<file path="src/rtl/intq_ring_pkg.sv">
`timescale 1ns/1ps
package intq_ring_pkg;

   // Host register select codes
   typedef enum logic [1:0] {
      SEL_BASE = 2'd0,
      SEL_LEN  = 2'd1,
      SEL_RPTR = 2'd2,
      SEL_CTRL = 2'd3
   } host_sel_e;

   typedef enum logic [1:0] {
      SQ_IDLE = 2'd0,
      SQ_DESC = 2'd1,
      SQ_STAT = 2'd2
   } seq_state_e;

   localparam int unsigned STAT_FULL_BIT = 31;
   localparam int unsigned STAT_PTR_BITS = 16;

endpackage

</file>
<file path="src/rtl/intq_ring_cfg.sv">
`timescale 1ns/1ps
module intq_ring_cfg
   import intq_ring_pkg::*;
#(
   parameter int unsigned AW     = 32,
   parameter int unsigned MAX_QW = 32768,
   parameter int unsigned PTR_W  = 16
) (
   input  logic             clk,
   input  logic             rst_n,
   input  logic             hw_en,
   input  logic [1:0]       hw_sel,
   input  logic [31:0]      hw_data,
   output logic [AW-1:0]    base_q,
   output logic [PTR_W:0]   span_dw,
   output logic [PTR_W-1:0] rptr_q,
   output logic             ring_rst,
   output logic             rptr_wr,
   output logic             irq_ack
);

   localparam logic [31:0] MIN_QW_C = 32'd2;
   localparam logic [31:0] MAX_QW_C = 32'(MAX_QW);

   host_sel_e   sel;
   logic [31:0] qw_c;

   assign sel      = host_sel_e'(hw_sel);
   assign ring_rst = hw_en && ((sel == SEL_BASE) || (sel == SEL_LEN));
   assign rptr_wr  = hw_en && (sel == SEL_RPTR);
   assign irq_ack  = hw_en && (sel == SEL_CTRL) && hw_data[0];

   // Length clamp into [2, MAX_QW] quadwords
   always_comb begin
      if (hw_data < MIN_QW_C)      qw_c = MIN_QW_C;
      else if (hw_data > MAX_QW_C) qw_c = MAX_QW_C;
      else                         qw_c = hw_data;
   end

   always_ff @(posedge clk or negedge rst_n) begin
      if (!rst_n) begin
         base_q  <= '0;
         span_dw <= (PTR_W+1)'(4);
         rptr_q  <= '0;
      end else if (hw_en) begin
         case (sel)
            SEL_BASE: begin
               base_q <= AW'(hw_data);
               rptr_q <= '0;
            end
            SEL_LEN: begin
               span_dw <= (PTR_W+1)'(qw_c << 1);
               rptr_q  <= '0;
            end
            SEL_RPTR: rptr_q <= hw_data[PTR_W-1:0];
            default:  ;
         endcase
      end
   end

   AST_SPAN_LEGAL: assert property (@(posedge clk) disable iff (!rst_n)
      (span_dw >= (PTR_W+1)'(4)) && (span_dw <= (PTR_W+1)'(2*MAX_QW))) else $error("span");

endmodule

</file>
<file path="src/rtl/intq_ring_ptr.sv">
`timescale 1ns/1ps
module intq_ring_ptr #(
   parameter int unsigned PTR_W = 16
) (
   input  logic             clk,
   input  logic             rst_n,
   input  logic             clr,
   input  logic             adv,
   input  logic [PTR_W:0]   span_dw,
   input  logic [PTR_W-1:0] rptr,
   output logic [PTR_W-1:0] wptr,
   output logic             at_limit
);

   logic [PTR_W:0]   inc;
   logic [PTR_W-1:0] wnext;

   assign inc      = {1'b0, wptr} + (PTR_W+1)'(1);
   assign wnext    = (inc >= span_dw) ? '0 : inc[PTR_W-1:0];
   assign at_limit = (wnext == rptr);

   always_ff @(posedge clk or negedge rst_n) begin
      if (!rst_n)   wptr <= '0;
      else if (clr) wptr <= '0;
      else if (adv) wptr <= wnext;
   end

   AST_WPTR_IN_RING: assert property (@(posedge clk) disable iff (!rst_n)
      ({1'b0, wptr} < span_dw)) else $error("wptr outside ring");
   AST_WRAP_TO_ZERO: assert property (@(posedge clk) disable iff (!rst_n)
      (adv && !clr && (inc == span_dw)) |=> (wptr == '0)) else $error("no wrap");

endmodule

</file>
<file path="src/rtl/intq_ring_seq.sv">
`timescale 1ns/1ps
module intq_ring_seq
   import intq_ring_pkg::*;
#(
   parameter int unsigned   AW          = 32,
   parameter int unsigned   DW          = 32,
   parameter int unsigned   PTR_W       = 16,
   parameter logic [AW-1:0] STATUS_ADDR = AW'(64)
) (
   input  logic             clk,
   input  logic             rst_n,
   input  logic             ring_rst,
   input  logic             rptr_wr,
   input  logic             irq_ack,
   input  logic             stg_valid,
   input  logic [DW-1:0]    stg_data,
   output logic             stg_ready,
   output logic             mem_req,
   output logic [AW-1:0]    mem_addr,
   output logic [DW-1:0]    mem_data,
   input  logic             mem_ack,
   input  logic [AW-1:0]    base_q,
   input  logic [PTR_W-1:0] wptr,
   input  logic             at_limit,
   output logic             adv,
   output logic             irq
);

   seq_state_e    st;
   logic          full_q;
   logic          pend_q;
   logic [DW-1:0] stat_word;

   assign mem_req   = (st != SQ_IDLE);
   assign stg_ready = (st == SQ_DESC) && mem_ack && !ring_rst;
   assign adv       = stg_ready;

   // Status word layout: full at bit 31, pointer in the low bits
   always_comb begin
      stat_word                = '0;
      stat_word[STAT_FULL_BIT] = full_q;
      stat_word[PTR_W-1:0]     = wptr;
   end

   always_comb begin
      if (st == SQ_STAT) begin
         mem_addr = STATUS_ADDR;
         mem_data = stat_word;
      end else begin
         mem_addr = base_q + AW'({wptr, 2'b00});
         mem_data = stg_data;
      end
   end

   always_ff @(posedge clk or negedge rst_n) begin
      if (!rst_n) begin
         st     <= SQ_IDLE;
         full_q <= 1'b0;
         pend_q <= 1'b0;
         irq    <= 1'b0;
      end else if (ring_rst) begin
         st     <= SQ_IDLE;
         full_q <= 1'b0;
         pend_q <= 1'b0;
         irq    <= 1'b0;
      end else begin
         case (st)
            SQ_IDLE: begin
               if (stg_valid && !full_q && !at_limit) begin
                  st <= SQ_DESC;
               end else if (stg_valid && !full_q && at_limit) begin
                  full_q <= 1'b1;
                  st     <= SQ_STAT;
               end else if (pend_q) begin
                  st <= SQ_STAT;
               end
            end
            SQ_DESC: if (mem_ack) begin
               pend_q <= 1'b1;
               st     <= SQ_IDLE;
            end
            SQ_STAT: if (mem_ack) begin
               pend_q <= 1'b0;
               st     <= SQ_IDLE;
            end
            default: st <= SQ_IDLE;
         endcase
         if (rptr_wr) full_q <= 1'b0;
         if ((st == SQ_STAT) && mem_ack) irq <= 1'b1;
         else if (irq_ack)               irq <= 1'b0;
      end
   end

   AST_REQ_HOLD: assert property (@(posedge clk) disable iff (!rst_n)
      (mem_req && !mem_ack && !ring_rst) |=> (mem_req && $stable(mem_addr))) else $error("req dropped");
   AST_NO_DESC_WHEN_FULL: assert property (@(posedge clk) disable iff (!rst_n)
      (st == SQ_DESC) |-> !full_q) else $error("desc while full");
   AST_IRQ_ON_STATUS: assert property (@(posedge clk) disable iff (!rst_n)
      ((st == SQ_STAT) && mem_ack && !ring_rst) |=> irq) else $error("irq missing");
   AST_IRQ_STICKY: assert property (@(posedge clk) disable iff (!rst_n)
      (irq && !irq_ack && !ring_rst) |=> irq) else $error("irq dropped");
   AST_CFG_CLEARS: assert property (@(posedge clk) disable iff (!rst_n)
      ring_rst |=> (!irq && !mem_req && (wptr == '0))) else $error("cfg reset");

endmodule

</file>
<file path="src/rtl/intq_ring_writer.sv">
`timescale 1ns/1ps
module intq_ring_writer #(
   parameter int unsigned   AW          = 32,
   parameter int unsigned   DW          = 32,
   parameter int unsigned   MAX_QW      = 32768,
   parameter logic [AW-1:0] STATUS_ADDR = AW'(64)
) (
   input  logic          clk,
   input  logic          rst_n,
   input  logic          hw_en,
   input  logic [1:0]    hw_sel,
   input  logic [31:0]   hw_data,
   input  logic          stg_valid,
   input  logic [DW-1:0] stg_data,
   output logic          stg_ready,
   output logic          mem_req,
   output logic [AW-1:0] mem_addr,
   output logic [DW-1:0] mem_data,
   input  logic          mem_ack,
   output logic          irq
);

   localparam int unsigned PTR_W = $clog2(2*MAX_QW);

   generate
      if (MAX_QW < 2) begin : g_bad_min
         $error("MAX_QW must be at least 2");
      end
      if ((MAX_QW & (MAX_QW - 1)) != 0) begin : g_bad_pow2
         $error("MAX_QW must be a power of two");
      end
      if (2*MAX_QW > 65536) begin : g_bad_max
         $error("ring exceeds 64K dwords");
      end
      if (DW < 32) begin : g_bad_dw
         $error("DW must hold the status word");
      end
      if (AW < PTR_W + 2) begin : g_bad_aw
         $error("AW too narrow for the ring");
      end
   endgenerate

   logic [AW-1:0]    base_q;
   logic [PTR_W:0]   span_dw;
   logic [PTR_W-1:0] rptr_q;
   logic [PTR_W-1:0] wptr;
   logic             ring_rst;
   logic             rptr_wr;
   logic             irq_ack;
   logic             at_limit;
   logic             adv;

   intq_ring_cfg #(.AW(AW), .MAX_QW(MAX_QW), .PTR_W(PTR_W)) u_cfg (
      .clk      (clk),
      .rst_n    (rst_n),
      .hw_en    (hw_en),
      .hw_sel   (hw_sel),
      .hw_data  (hw_data),
      .base_q   (base_q),
      .span_dw  (span_dw),
      .rptr_q   (rptr_q),
      .ring_rst (ring_rst),
      .rptr_wr  (rptr_wr),
      .irq_ack  (irq_ack)
   );

   intq_ring_ptr #(.PTR_W(PTR_W)) u_ptr (
      .clk      (clk),
      .rst_n    (rst_n),
      .clr      (ring_rst),
      .adv      (adv),
      .span_dw  (span_dw),
      .rptr     (rptr_q),
      .wptr     (wptr),
      .at_limit (at_limit)
   );

   intq_ring_seq #(.AW(AW), .DW(DW), .PTR_W(PTR_W), .STATUS_ADDR(STATUS_ADDR)) u_seq (
      .clk       (clk),
      .rst_n     (rst_n),
      .ring_rst  (ring_rst),
      .rptr_wr   (rptr_wr),
      .irq_ack   (irq_ack),
      .stg_valid (stg_valid),
      .stg_data  (stg_data),
      .stg_ready (stg_ready),
      .mem_req   (mem_req),
      .mem_addr  (mem_addr),
      .mem_data  (mem_data),
      .mem_ack   (mem_ack),
      .base_q    (base_q),
      .wptr      (wptr),
      .at_limit  (at_limit),
      .adv       (adv),
      .irq       (irq)
   );

endmodule

</file>
<file path="config.mk">
export PLATFORM = sky130hd
export DESIGN_NAME = intq_ring_writer
export DESIGN_NICKNAME = d
export VERILOG_FILES = /design/src/rtl/intq_ring_pkg.sv /design/src/rtl/intq_ring_cfg.sv /design/src/rtl/intq_ring_ptr.sv /design/src/rtl/intq_ring_seq.sv /design/src/rtl/intq_ring_writer.sv
export SDC_FILE = /design/constraint.sdc
export NUM_CORES = 1
export LEC_CHECK = 0
export BUFFER_PORTS_ARGS = -buffer_cell sky130_fd_sc_hd__buf_2
export CORE_MARGIN = 2
export CORE_UTILIZATION = 55
export DETAILED_ROUTE_END_ITERATION = 7
export HOLD_SLACK_MARGIN = 0.15
export PLACE_DENSITY = 0.81
export SYNTH_ARGS = -nofsm -noshare
export SYNTH_HDL_FRONTEND = slang
export SYNTH_SLANG_ARGS = --single-unit
export TNS_END_PERCENT = 100
</file>
<file path="constraint.sdc">
create_clock -name clk -period 4.1 [get_ports clk]
set_input_delay 0.82 -clock clk [delete_from_list [all_inputs] [get_ports clk]]
set_output_delay 0.82 -clock clk [all_outputs]
set_load 0.01 [all_outputs]
</file>
==> results_dict.tcl, run 1 <==
set metrics [dict create \
    max_cap_violations 0 \
    ys_seq_area_frac 0.362 \
    antenna_found_initial 1 \
    power.share.combinational 0.405 \
    initial_utilization 0.567 \
    gp_congestion 0.918 \
    clk_pin_slew_ns 0.10 \
    syn_inst 610 \
    hp-class "primary input to asynchronous set/reset pin" \
    synth_compound_area_frac 0.191 \
    endpoint_kind "primary output" \
    synthArstFlopShare 1.00 \
    yosysWarnings 0 \
    grt_pass1_vias 5295 \
    overflow 0 \
    drive_above_1_share 0.358 \
    synth_common_cells "84 x dfrtp_1, 46 x mux2_2, 44 x nor2_1" \
    r2r-start "u_ptr.wptr[0]" \
    clock-root-buffer "clkbuf_8" \
    drt_iter0_markers 352 \
    synth_fp_nets 718 \
    yosys-mux-area-fraction 0.0881 \
    synth-xor-area-share 0.0636 \
    cts_buffers 9 \
    io_buffer_count 137 \
    post-route-drc-count 0 \
    synthFlopType "dfrtp_1" \
    clock_path_buffers 2 \
    postCtsHoldBufs 0 \
    diodes 0 \
    htree_levels 3 \
    synthToLayoutAreaGrowth_pct 22.9 \
    min_period_ns 4.06 \
    swShare 0.382 \
    clkPwrFrac 0.227 \
    crit_required_ns 3.28 \
    dr.pass1.iters 5 \
    hpwl_mm 13.1 \
    synth_area_um2 5880 \
    fin_util 0.697 \
    fp.dieH_um 107 \
    cts_tree "done" \
    worst_slew_pin_slew_ns 0.737 \
    via_count 5601 \
    drv_slew 0 \
    synth_edf_count 0 \
    total_power_mw 2.79 \
    ir_drop_mv 0.357 \
    min_period_over_period 0.989 \
    synth_cell_types 64 \
    status "finished clean" \
    finalHoldViolCount 0 \
    worst_r2r_endpoint "u_seq.st[1]" \
    synth-adder-area-share 0.0800 \
    syn_avg_cell_area_um2 9.64 \
    std_cell_rows 37 \
    cp-start-kind "register" \
    drt-total-wl_mm 17.5 \
    grt_setup_unrepaired "yes" \
    setup_viol 0 \
    synth_area_leaders "dfrtp_1 36%, mux2_2 8.8%, ha_1 7.7%" \
    insertion_delay_ns 0.40 \
    crit_type "register to primary output" \
    critPathLaunch "u_ptr.wptr[0]" \
    die_x_um 107 \
    synth.most_common_cell "dfrtp_1" \
    ys_ff_latch 85 \
    finClkSkew_ns 0.0169 \
    grt_max_degree 55 \
    track_usage 0.311 \
    r2r_cells 14 \
    core_um2 10400 \
    detail-route-antenna-nets 0 \
    arrival_ns 3.24 \
    final_nets 876 \
    die_area_um2 11500 \
    grt_pass1_wl_mm 27.5 \
    clock.fmax_mhz 247 \
    cts.sinks 85 \
    power.switching_mw 1.07 \
    tns_ns 0 \
    synth_top_area_share 0.358 \
    wl_per_cell_um 19.3 \
    powerDensity_nw_per_um2 386 \
    power.leakage_nw 3.45 \
    cp-endpoint "mem_addr[30]" \
    synth.largest_area_cell "dfrtp_1" \
    power.internal_mw 1.72 \
    synth_top_family_by_area "compound AO/OA/AOI/OAI gates" \
    synth-simple-area-share 0.180 \
    pin_count 138 \
    viasPerCell 6.16 \
    r2r_slack_ns 0.13 \
    relSlewSlack 0.507 \
    worstPathMaxFanout 7 \
    sequentialPowerShare 0.367 \
]
==> flip-flops by register name, indices dropped and copies added (netlist names) <==
name,count
u_seq.irq,1
u_seq.full_q,1
u_ptr.wptr,16
u_cfg.base_q,32
u_seq.st,2
u_cfg.span_dw,16
u_cfg.rptr_q,16
u_seq.pend_q,1
==> worst min path at each step <==
stage / cells after the start / end / slack, ns / startpoint
CTS: 1 / u_cfg.rptr_q[8] / 0.47 / rst_n
global route: 1 / u_cfg.rptr_q[8] / 0.50 / rst_n
finish: 1 / u_cfg.rptr_q[8] / 0.46 / rst_n
detailed placement: 1 / u_cfg.span_dw[2] / 0.47 / u_cfg.span_dw[2]
global placement: 1 / u_cfg.span_dw[2] / 0.47 / u_cfg.span_dw[2]
floorplan: 2 / u_seq.full_q / 0.46 / u_seq.full_q
==> power by group through the flow <==
stage | Clock (mW) | Combinational, mW | Sequential (mW)
after global routing | 0.678 | 1.23 | 1.04
after CTS | 0.644 | 1.10 | 1.02
after detailed placement | 0 | 1.08 | 1.04
final | 0.634 | 1.13 | 1.02
after floorplan | 0 | 0.675 | 1.01
after global placement | 0 | 1.04 | 1.03
==> per-stage QoR <==
stage / cell area, µm² / hold slack (ns) / setup WS, ns / instances
finish: 7230 / 0.456 / 0.0443 / 909
detailed placement: 6790 / 0.473 / -0.0263 / 879
global placement: 6790 / 0.469 / 0.202 / 879
CTS: 7050 / 0.473 / 0.00808 / 897
global route: 7230 / 0.502 / -0.0956 / 909
floorplan: 5880 / 0.460 / 0.385 / 610
==> area by class of cell <==
cell class,count,area [µm²]
tap,136,170
clock buffer,9,124
timing repair buffer,168,925
sequential,85,2140
inverter,34,128
fill,842,3140
clock inverter,7,81.3
multi-input combinational,470,3660
==> metal layers <==
layer  track usage  wire (µm)  up-vias  share of wire
li1              -          -     2568              -
met1         0.406       7550     2756           0.43
met2         0.506       8330      234           0.47
met3        0.0757       1180       41          0.067
met4         0.108        475        2          0.027
met5             0         13        -        0.00074
==> cells by family after synthesis <==
family / count (synthesis)
XOR/XNOR: 38
flip-flops: 85
adder cells (fa/ha/maj): 37
AO/OA/AOI/OAI: 151
AND/OR/NAND/NOR: 198
multiplexers: 46
buffers and inverters: 55
==> cell usage in the layout, fill, tap and decap left out, drive strengths merged, types with 10 or more instances in the layout <==
cell   synthesis  routed
buf            3     168
dfrtp         84      84
mux2          46      46
nor2          44      44
nand2         44      44
a22o          37      37
inv           34      36
ha            36      36
a21oi         29      29
o21ai         28      28
nor2b         24      24
xnor2         19      19
xor2          19      19
nor3          18      18
nand3         14      14
nand4         11      11
nor4          10      10
==> worst max-delay path: stages, from the launching register on <==
cell and delay, ns:
dfrtp_2 0.45, ha_4 0.18, fa_2 0.39, a211oi_2 0.28, o21a_2 0.23, o311ai_4 0.13
a2111oi_4 0.40, o41ai_4 0.13, buf_6 0.16, nand4_1 0.11, xor2_1 0.16, nor2_1 0.05
buf_2 0.16
==> what timing repair did <==
item                       4_1_cts  5_1_grt
gates resized for setup         11       17
buffers inserted                 2       13
setup endpoints to repair       17       17
hold endpoints to repair         0        0
pin swaps                        3       12
(Power assumes the default switching activity.)
==> run 2, diff against run 1 <==
--- a/config.mk
+++ b/config.mk
@@ -6,11 +6,13 @@
 export NUM_CORES = 1
 export LEC_CHECK = 0
 export BUFFER_PORTS_ARGS = -buffer_cell sky130_fd_sc_hd__buf_2
+export CELL_PAD_IN_SITES_DETAIL_PLACEMENT = 1
+export CELL_PAD_IN_SITES_GLOBAL_PLACEMENT = 1
 export CORE_MARGIN = 2
-export CORE_UTILIZATION = 55
+export CORE_UTILIZATION = 42
 export DETAILED_ROUTE_END_ITERATION = 7
 export HOLD_SLACK_MARGIN = 0.15
-export PLACE_DENSITY = 0.81
+export PLACE_DENSITY_LB_ADDON = 0.1
 export SYNTH_ARGS = -nofsm -noshare
 export SYNTH_HDL_FRONTEND = slang
 export SYNTH_SLANG_ARGS = --single-unit
==> results_dict.tcl, run 2 (synthesis results as in run 1) <==
set metrics [dict create \
    antenna_found_initial 0 \
    largest_register_ff_count 32 \
    power.leakage_nw 3.49 \
    cp_num_buf_inv 2 \
    min_period_over_period 0.989 \
    crit_family "compound AO/OA/AOI/OAI gates" \
    core_um2 13800 \
    track_usage 0.277 \
    htree_levels 3 \
    post-route-drc-count 0 \
    via_count 5555 \
    final_nets 881 \
    finClkSkew_ns 0.00596 \
    drive_above_1_share 0.355 \
    postCtsHoldBufs 0 \
    cp-start-kind "register" \
    relSlewSlack 0.469 \
    std_cell_rows 43 \
    insertion_delay_ns 0.35 \
    hp-class "register to register" \
    ir_drop_mv 0.174 \
    drt-total-wl_mm 20.3 \
    total_power_mw 2.92 \
    clock-root-buffer "clkbuf_16" \
    wl_per_cell_um 21.2 \
    drt_iter0_markers 281 \
    diodes 0 \
    die_area_um2 15000 \
    fp.dieH_um 122 \
    max_stage_delay_ns 0.44 \
    final_common_cell "buf_2" \
    gp_congestion 0.926 \
    worstPathCellList "ha_4 > fa_2 > a211oi_2 > o21a_2 > o311ai_4 > a2111oi_4 > o41ai_4 > buf_6 > nand2_1 > xor2_1 > nor2_1 > buf_2" \
    synthToLayoutAreaGrowth_pct 25.2 \
    finalHoldViolCount 0 \
    die_x_um 122 \
    fillers 1618 \
    grt_pass1_vias 5778 \
    initial_utilization 0.427 \
    status "finished clean" \
    worstPathMaxFanout 7 \
    io_buffer_count 137 \
    clk_pin_slew_ns 0.06 \
    hold_ws_ns 0.489 \
    drv_slew 0 \
    slowest_stage "dfrtp_2" \
    clock_path_buffers 2 \
    cts_buffers 9 \
    detail-route-antenna-nets 0 \
    setup_viol 0 \
    worst_slew_pin_slew_ns 0.796 \
    arrival_ns 3.23 \
    clock.fmax_mhz 247 \
    powerDensity_nw_per_um2 397 \
    min_period_ns 4.05 \
    endpoint_kind "primary output" \
    top_register "u_cfg.base_q" \
    grt_pass1_wl_mm 31.6 \
    max_cap_violations 0 \
    overflow 0 \
    cts_tree "done" \
    crit_type "register to primary output" \
    grt_max_degree 51 \
    cts.sinks 85 \
    dr.pass1.iters 5 \
    fin_util 0.534 \
    pin_count 138 \
    hpwl_mm 15.0 \
    crit_required_ns 3.28 \
    viasPerCell 5.80 \
    final_cell_mix "136 x buf_2, 79 x dfrtp_1, 46 x mux2_2" \
]
## run 2: changes by cell type in the layout (fill, tap and decap cells not counted), moves of 2 or more
cell and delta:
clkinv_4 -3, clkbuf_1 +3, inv_6 -2, clkbuf_8 -8, clkbuf_16 +9, buf_4 +4, a21oi_2 +3, a21oi_1 -2
nand2_1 +2, clkinv_2 +2, nand2_2 -2
## run 2: final cells by class
cell class,count,area (µm²),share of cell area
clock buffer,13,250,0.0340
clock inverter,2,10.0,0.00136
inverter,34,128,0.0173
multi-input combinational,470,3640,0.495
sequential,85,2130,0.290
tap,180,225,0.0306
timing repair buffer,173,966,0.131
## run 2: report_power, final
group          leakage, nW  total [mW]  internal, mW  switching [mW]
registers             1.09        1.02         0.933          0.0872
logic                 2.28        1.15         0.496           0.650
clock network        0.129       0.755         0.423           0.332
## run 2: timing repair
action,CTS,global route
buffers inserted,2,6
pin swaps,1,8
cloned,0,0
endpoints found under the setup margin,14,17
resized for setup,6,21
## run 2: routing by layer
| metal | wire (µm) | up-vias | GRT usage |
|---|---|---|---|
| met5 | 0 | - | 0 |
| met4 | 355 | 0 | 0.0848 |
| met3 | 1100 | 25 | 0.0335 |
| met2 | 9970 | 187 | 0.467 |
| met1 | 8910 | 2784 | 0.373 |
| li1 | - | 2559 | - |
## run 2: metrics by stage
step | cell area (µm²) | std cells | setup TNS (ns) | setup WS [ns]
finish | 7360 | 957 | 0 | 0.0462
CTS | 7230 | 951 | 0 | 0.00771
floorplan | 5880 | 610 | 0 | 0.385
global placement | 6920 | 934 | 0 | 0.257
detailed placement | 6920 | 934 | 0 | 0.0551
global route | 7360 | 957 | -0.220 | -0.160
## run 2: final timing paths
path	start	end	slack (ns)	cells past startpoint
worst min register to register	u_cfg.span_dw[2]	u_cfg.span_dw[2]	0.49	1
worst max-delay path	u_ptr.wptr[0]	mem_addr[22]	0.05	12
worst min-delay path	u_cfg.span_dw[2]	u_cfg.span_dw[2]	0.49	1
min in group asynchronous	rst_n	u_seq.pend_q	0.51	1
max in group asynchronous	rst_n	u_ptr.wptr[5]	2.57	2
worst max register to register	u_ptr.wptr[0]	u_seq.full_q	0.11	13
